===== config.mk =====
export PLATFORM = sky130hd
export DESIGN_NAME = swire_power_ctrl
export DESIGN_NICKNAME = d
export VERILOG_FILES = /design/src/rtl/swp_pkg.sv /design/src/rtl/swp_bus_filter.sv /design/src/rtl/swp_phase_timer.sv /design/src/rtl/swp_idle_timer.sv /design/src/rtl/swire_power_ctrl.sv
export SDC_FILE = /design/constraint.sdc
export NUM_CORES = 1
export LEC_CHECK = 0
export CAP_MARGIN = 20
export CORE_ASPECT_RATIO = 0.6
export CORE_MARGIN = 1.5
export CORE_UTILIZATION = 40
export CTS_CLUSTER_DIAMETER = 80
export CTS_CLUSTER_SIZE = 24
export DETAILED_ROUTE_END_ITERATION = 8
export DONT_BUFFER_PORTS = 1
export MAX_ROUTING_LAYER = met4
export SYNTH_ARGS = -nofsm -noshare
export SYNTH_HDL_FRONTEND = slang
export SYNTH_SLANG_ARGS = --single-unit

===== constraint.sdc =====
create_clock -name clk -period 2 [get_ports clk]
set_clock_uncertainty 0.1 [all_clocks]
set_input_delay 0.1 -clock clk [delete_from_list [all_inputs] [get_ports clk]]
set_output_delay 0.1 -clock clk [all_outputs]
set_load 0.005 [all_outputs]

===== src/rtl/swp_pkg.sv =====
package swp_pkg;
  typedef enum logic [2:0] {
    ST_SLEEP   = 3'd0,
    ST_PWRUP   = 3'd1,
    ST_CFG     = 3'd2,
    ST_RDYBRK  = 3'd3,
    ST_ACTIVE  = 3'd4,
    ST_SLPWAIT = 3'd5
  } swp_state_e;

  // Ready-break width: 1.391 bit-times, rounded to whole cycles.
  function automatic int unsigned brk_cycles(input int unsigned bt);
    return (bt * 1391 + 500) / 1000;
  endfunction
endpackage


===== src/rtl/swp_bus_filter.sv =====
module swp_bus_filter #(
  parameter int unsigned GLITCH_CYC = 11
) (
  input  logic clk,
  input  logic rst,
  input  logic bus_i,
  input  logic sleep_i,
  output logic bus_s_o,
  output logic edge_o,
  output logic wake_o
);
  localparam int unsigned CW = $clog2(GLITCH_CYC + 1);

  logic          meta_q, sync_q, prev_q, armed_q;
  logic [CW-1:0] low_cnt_q;

  always_ff @(posedge clk) begin
    if (rst) begin
      meta_q <= 1'b1;
      sync_q <= 1'b1;
      prev_q <= 1'b1;
    end else begin
      meta_q <= bus_i;
      sync_q <= meta_q;
      prev_q <= sync_q;
    end
  end

  // Low time counts only once the bus has been high during this sleep.
  always_ff @(posedge clk) begin
    if (rst) begin
      armed_q   <= 1'b0;
      low_cnt_q <= '0;
    end else begin
      armed_q <= sleep_i && (armed_q || sync_q);
      if (sleep_i && armed_q && !sync_q) begin
        if (low_cnt_q != CW'(GLITCH_CYC)) low_cnt_q <= low_cnt_q + 1'b1;
      end else begin
        low_cnt_q <= '0;
      end
    end
  end

  assign bus_s_o = sync_q;
  assign edge_o  = sync_q ^ prev_q;
  assign wake_o  = sleep_i && armed_q && !sync_q && (low_cnt_q == CW'(GLITCH_CYC - 1));

  AST_WAKE_ON_LOW: assert property (@(posedge clk) disable iff (rst)
    wake_o |-> (!bus_s_o && sleep_i && $past(!sync_q)));
endmodule


===== src/rtl/swp_phase_timer.sv =====
module swp_phase_timer #(
  parameter int unsigned W = 8
) (
  input  logic         clk,
  input  logic         rst,
  input  logic         load_i,
  input  logic [W-1:0] len_i,
  output logic         done_o
);
  logic [W-1:0] cnt_q;

  always_ff @(posedge clk) begin
    if (rst)               cnt_q <= '0;
    else if (load_i)       cnt_q <= len_i - 1'b1;
    else if (cnt_q != '0)  cnt_q <= cnt_q - 1'b1;
  end

  assign done_o = (cnt_q == '0);
endmodule


===== src/rtl/swp_idle_timer.sv =====
module swp_idle_timer #(
  parameter int unsigned LIMIT = 532000
) (
  input  logic clk,
  input  logic rst,
  input  logic run_i,
  input  logic kick_i,
  output logic expire_o
);
  localparam int unsigned W = $clog2(LIMIT + 1);

  logic [W-1:0] cnt_q;

  always_ff @(posedge clk) begin
    if (rst || !run_i || kick_i)   cnt_q <= '0;
    else if (cnt_q != W'(LIMIT))   cnt_q <= cnt_q + 1'b1;
  end

  assign expire_o = run_i && (cnt_q == W'(LIMIT));

  AST_IDLE_KICK_CLEARS: assert property (@(posedge clk) disable iff (rst)
    kick_i |=> !expire_o);
endmodule


===== src/rtl/swire_power_ctrl.sv =====
module swire_power_ctrl
  import swp_pkg::*;
#(
  parameter int unsigned GLITCH_CYC    = 11,
  parameter int unsigned RST_DLY_CYC   = 11,
  parameter int unsigned BT_CYC        = 16,
  parameter int unsigned SLEEP_DLY_CYC = 3,
  parameter int unsigned IDLE_CYC      = 532000
) (
  input  logic clk,
  input  logic rst,
  input  logic bus_i,
  input  logic sleep_op_i,
  input  logic cfg_done_i,
  input  logic aslp_wr_i,
  input  logic aslp_wdata_i,
  input  logic soft_rst_i,
  input  logic cfg_aslp_i,
  output logic bus_pd_o,
  output logic reg_en_o,
  output logic dig_rst_o,
  output logic cfg_load_req_o,
  output logic bus_rx_o
);
  localparam int unsigned BRK_CYC = brk_cycles(BT_CYC);
  localparam int unsigned MAX_A   = (RST_DLY_CYC > BRK_CYC) ? RST_DLY_CYC : BRK_CYC;
  localparam int unsigned MAX_LEN = (MAX_A > SLEEP_DLY_CYC) ? MAX_A : SLEEP_DLY_CYC;
  localparam int unsigned TW      = $clog2(MAX_LEN + 1);

  swp_state_e      state_q, state_n;
  logic            bus_s, bus_edge, wake;
  logic            ph_load, ph_done, idle_exp;
  logic [TW-1:0]   ph_len;
  logic            run_en_q, asl_en;

  swp_bus_filter #(.GLITCH_CYC(GLITCH_CYC)) u_filter (
    .clk     (clk),
    .rst     (rst),
    .bus_i   (bus_i),
    .sleep_i (state_q == ST_SLEEP),
    .bus_s_o (bus_s),
    .edge_o  (bus_edge),
    .wake_o  (wake)
  );

  swp_phase_timer #(.W(TW)) u_phase (
    .clk    (clk),
    .rst    (rst),
    .load_i (ph_load),
    .len_i  (ph_len),
    .done_o (ph_done)
  );

  swp_idle_timer #(.LIMIT(IDLE_CYC)) u_idle (
    .clk      (clk),
    .rst      (rst),
    .run_i    (state_q == ST_ACTIVE),
    .kick_i   (bus_edge),
    .expire_o (idle_exp)
  );

  // Runtime auto-sleep enable
  always_ff @(posedge clk) begin
    if (rst || soft_rst_i || wake) run_en_q <= 1'b1;
    else if (aslp_wr_i)            run_en_q <= aslp_wdata_i;
  end

  assign asl_en = run_en_q && cfg_aslp_i;

  always_comb begin
    state_n = state_q;
    ph_load = 1'b0;
    ph_len  = TW'(RST_DLY_CYC);
    unique case (state_q)
      ST_SLEEP: if (wake) begin
        state_n = ST_PWRUP;
        ph_load = 1'b1;
        ph_len  = TW'(RST_DLY_CYC);
      end
      ST_PWRUP: if (ph_done) state_n = ST_CFG;
      ST_CFG: if (cfg_done_i) begin
        state_n = ST_RDYBRK;
        ph_load = 1'b1;
        ph_len  = TW'(BRK_CYC);
      end
      ST_RDYBRK: if (ph_done) state_n = ST_ACTIVE;
      ST_ACTIVE: begin
        if (sleep_op_i) begin
          state_n = ST_SLPWAIT;
          ph_load = 1'b1;
          ph_len  = TW'(SLEEP_DLY_CYC);
        end else if (idle_exp && asl_en) begin
          state_n = ST_SLEEP;
        end
      end
      ST_SLPWAIT: if (ph_done) state_n = ST_SLEEP;
      default: state_n = ST_SLEEP;
    endcase
  end

  always_ff @(posedge clk) begin
    if (rst) begin
      state_q        <= ST_SLEEP;
      reg_en_o       <= 1'b0;
      dig_rst_o      <= 1'b1;
      bus_pd_o       <= 1'b0;
      cfg_load_req_o <= 1'b0;
      bus_rx_o       <= 1'b1;
    end else begin
      state_q        <= state_n;
      reg_en_o       <= (state_n != ST_SLEEP);
      dig_rst_o      <= (state_n == ST_SLEEP) || (state_n == ST_PWRUP);
      bus_pd_o       <= (state_n == ST_RDYBRK);
      cfg_load_req_o <= (state_n == ST_CFG);
      bus_rx_o       <= (state_n == ST_ACTIVE) ? bus_s : 1'b1;
    end
  end

  AST_PD_ONLY_READY: assert property (@(posedge clk) disable iff (rst)
    bus_pd_o |-> (reg_en_o && !dig_rst_o && !cfg_load_req_o));
  AST_OFF_HOLDS_RESET: assert property (@(posedge clk) disable iff (rst)
    !reg_en_o |-> dig_rst_o);
  AST_RX_IDLE_ASLEEP: assert property (@(posedge clk) disable iff (rst)
    !reg_en_o |-> bus_rx_o);
  AST_NO_AUTO_SLEEP_OFF: assert property (@(posedge clk) disable iff (rst)
    (state_q == ST_ACTIVE && !asl_en && !sleep_op_i) |=> (state_q == ST_ACTIVE));
  AST_POWERUP_IN_RESET: assert property (@(posedge clk) disable iff (rst)
    $rose(reg_en_o) |-> dig_rst_o);
endmodule


==> impl_metrics.csv <==
group,metric,value,unit
power,seq_power_share,0.494,
cells_and_area,multi_input_area,0.00103,mm2
cells_and_area,syn_to_final_growth,16.9,%
power,power.internal,1.39,mW
clock_tree,h-tree-depth,2,
run,maxCapViolCount,0,
cells_and_area,drive_gt1_frac,0.141,
cells_and_area,seqCellArea,843,um2
min_path,hp-start,"rst",
timing,worst_pin_slew,0.437,ns
logic_synthesis,syn_area,0.00187,mm2
logic_synthesis,netlist_instances,204,
setup_path,slowest_delay,0.55,ns
clock_tree,cts_buffers,5,
clock_tree,cts.sinks,42,
run_status,status,"complete, no violations",
setup_path,rr_startpoint,"u_filter.low_cnt_q[0]",
cells_and_area,nFillCells,428,
timing,setup_viol,0,
routing,final_antenna_net_count,0,
global_routing,antenna_found_initial,0,
clock_tree,cts_setup_buffers,0,
setup_path,cp.arrival,1.96,ns
global_routing,globalRouteMet2Util,0.191,
logic_synthesis,ys_seq_elements,42,
power,switching_share,0.269,
routing,via_per_inst,4.87,
cells_and_area,final_common_cell,"nor2_1",
setup_path,critical_path_class,"register to register",
logic_synthesis,synth_edf_count,0,
routing,drt_iter0_markers,119,
routing,routed_wl,3670,um
setup_path,r2r_slack,0.12,ns
setup_path,path_delay_family,"buffers and inverters",
power,p_leak,0.761,nW
power,p_sw,511,uW
cells_and_area,mostFrequentLayoutCells,"nor2_1 (41), dfxtp_1 (40), xor2_1 (16), nand2_1 (15), nand3_1 (12)",
placed_design,post-dp-hpwl,2640,um
timing,setup_tns,0,ns
timing,hold_slack,0.0794,ns
logic_synthesis,ys_async_sr_fraction,0,
cells_and_area,nNetsFinal,233,
global_routing,grt_pass1_vias,1282,
min_path,min_path_type,"input pin to register",
power,power_frac_comb,0.168,
placed_design,place_area,0.00199,mm2
clock_tree,cts-root-buf,"clkbuf_8",
placed_design,portBuffers,0,
setup_path,cp-end-kind,"register",
timing,finalCriticalPeriod,1.88,ns
global_routing,grt_max_degree,18,
placed_design,gp_congestion,0.756,
global_routing,met3_usage,0.0505,
setup_path,crit_required,2.09,ns
setup_path,cp_max_fo,5,
logic_synthesis,synth_flop_cell,"dfxtp_1",
floorplan,die_h,56.0,um
timing,maxSlewHeadroom,0.707,
logic_synthesis,ys_seq_area_frac,0.449,
clock_tree,cts_tree,"done",
floorplan,fp.coreArea,0.00454,mm2
cells_and_area,antenna_cells,0,
clock_tree,clk_latency,0.30,ns
logic_synthesis,yosysWarnings,0,
power,ir_worst_vdd,406,uV
clock_tree,clk_pin_slew_worst_paths,0.08,ns
floorplan,num_rows,19,
timing,rsz0062_at_grt,"no",
floorplan,dieArea,0.00512,mm2
setup_path,startpoint,"u_filter.low_cnt_q[0]",
clock_tree,cts_buffer_depth,2,
routing,vias,1378,
global_routing,top_usage_layer,"met1",
timing,timing.final.crit_share,0.939,
setup_path,startpoint_type,"register",
routing,firstDrtPassIters,4,
global_routing,met1_usage,0.265,
routing,post_drt_wl_per_cell,13.0,um
logic_synthesis,synth_nets,218,
setup_path,cp_cell_sequence,"inv_1 > ha_1 > and4bb_2 > nand2_1 > buf_4 > nand3_1 > dlygate4sd3_1",
cells_and_area,stdcell_area,0.00219,mm2
logic_synthesis,synthDistinctLibCells,42,
timing,hold_violations,0,
setup_path,endpoint,"run_en_q",
logic_synthesis,avgSynthCellArea,9.19,um2
floorplan,die_x,91.4,um
power,p_clk_frac,0.338,
setup_path,cp_slowest_cell,"dlygate4sd3_1",
power,power.density,867,mW/mm2
global_routing,grt_overflow,0,
global_routing,grt_pass1_wl,6500,um
power,power,1.90,mW
timing,drv_slew,0,
setup_path,path_depth,7,
routing,drc,0,
timing,clock.fmax,0.532,GHz
floorplan,boundaryPins,14,
floorplan,start_util,0.413,
setup_path,path_buf_inv,3,
setup_path,reg2regPathDepth,7,
setup_path,reg2reg_to,"run_en_q",
global_routing,track_usage,0.171,
-- layer usage --
layer  up-vias  wire [um]
met5         -          0
met4         0         56
met3         5        197
met2        31       1240
met1       613       2170
li1        729          -
-- worst reg2reg max path, cell delays in order, from the launching register on --
cell and delay (ns):
dfxtp_1 0.34, inv_1 0.05, ha_1 0.19, and4bb_2 0.25, nand2_1 0.09, buf_4 0.14, nand3_1 0.06, dlygate4sd3_1 0.55
-- Yosys cell counts (all sizes together) (4+ instances only) --
cell   count  area share
dfxtp     42        0.45
nor2      41       0.082
xor2      16       0.075
nand2     15       0.030
nand3     12       0.032
xnor2      8       0.037
nor3       6       0.024
ha         5       0.033
inv        5       0.010
nor4b      5       0.031
mux2i      4       0.021
-- kinds of logic after synthesis --
family / share of synthesized area
AO/OA/AOI/OAI: 0.0694
XOR/XNOR: 0.112
adder cells (fa/ha/maj): 0.0334
buffers and inverters: 0.0214
flip-flops: 0.449
multiplexers: 0.0214
AND/OR/NAND/NOR: 0.294
-- flip-flops by register name, summed over array words and instances (netlist names), 3 cells and up --
signal,cells
u_phase.cnt_q,5
u_filter.low_cnt_q,4
u_idle.cnt_q,20
state_q,3
-- power by group through the flow --
| stage | combinational [mW] | clock (mW) | sequential, mW |
|---|---|---|---|
| final | 0.319 | 0.643 | 0.938 |
| after global routing | 0.367 | 0.692 | 0.945 |
| after CTS | 0.282 | 0.658 | 0.932 |
| after detailed placement | 0.271 | 0 | 0.950 |
| after global placement | 0.275 | 0 | 0.953 |
| after floorplan | 0.231 | 0 | 0.940 |
-- worst min path at each step --
stage	depth (start not counted)	to	slack, ns
CTS	3	state_q[2]	0.07
global route	3	state_q[2]	0.09
global placement	1	u_filter.armed_q	0.09
floorplan	1	u_filter.meta_q	0.10
finish	3	state_q[2]	0.08
detailed placement	1	u_filter.armed_q	0.09
-- area by class of cell --
class / count / area share
clock buffer: 8 / 0.0503
inverter: 5 / 0.00857
multi-input combinational: 152 / 0.470
sequential: 42 / 0.385
tap: 63 / 0.0360
timing repair buffer: 13 / 0.0503
-- repair_timing --
item | 4_1_cts | 5_1_grt
endpoints found under the hold margin | 19 | 0
setup endpoints to repair | 1 | 3
resized for setup | 1 | 7
hold buffers | 5 | 0
-- through the flow --
| stage | std cells | utilization | setup WS, ns |
|---|---|---|---|
| floorplan | 204 | - | 0.104 |
| global placement | 270 | 0.439 | 0.0525 |
| detailed placement | 270 | 0.439 | -0.0218 |
| CTS | 283 | 0.475 | 0.0373 |
| global route | 283 | 0.483 | 0.00184 |
| finish | 283 | 0.483 | 0.122 |
(Power assumes the default switching activity.)
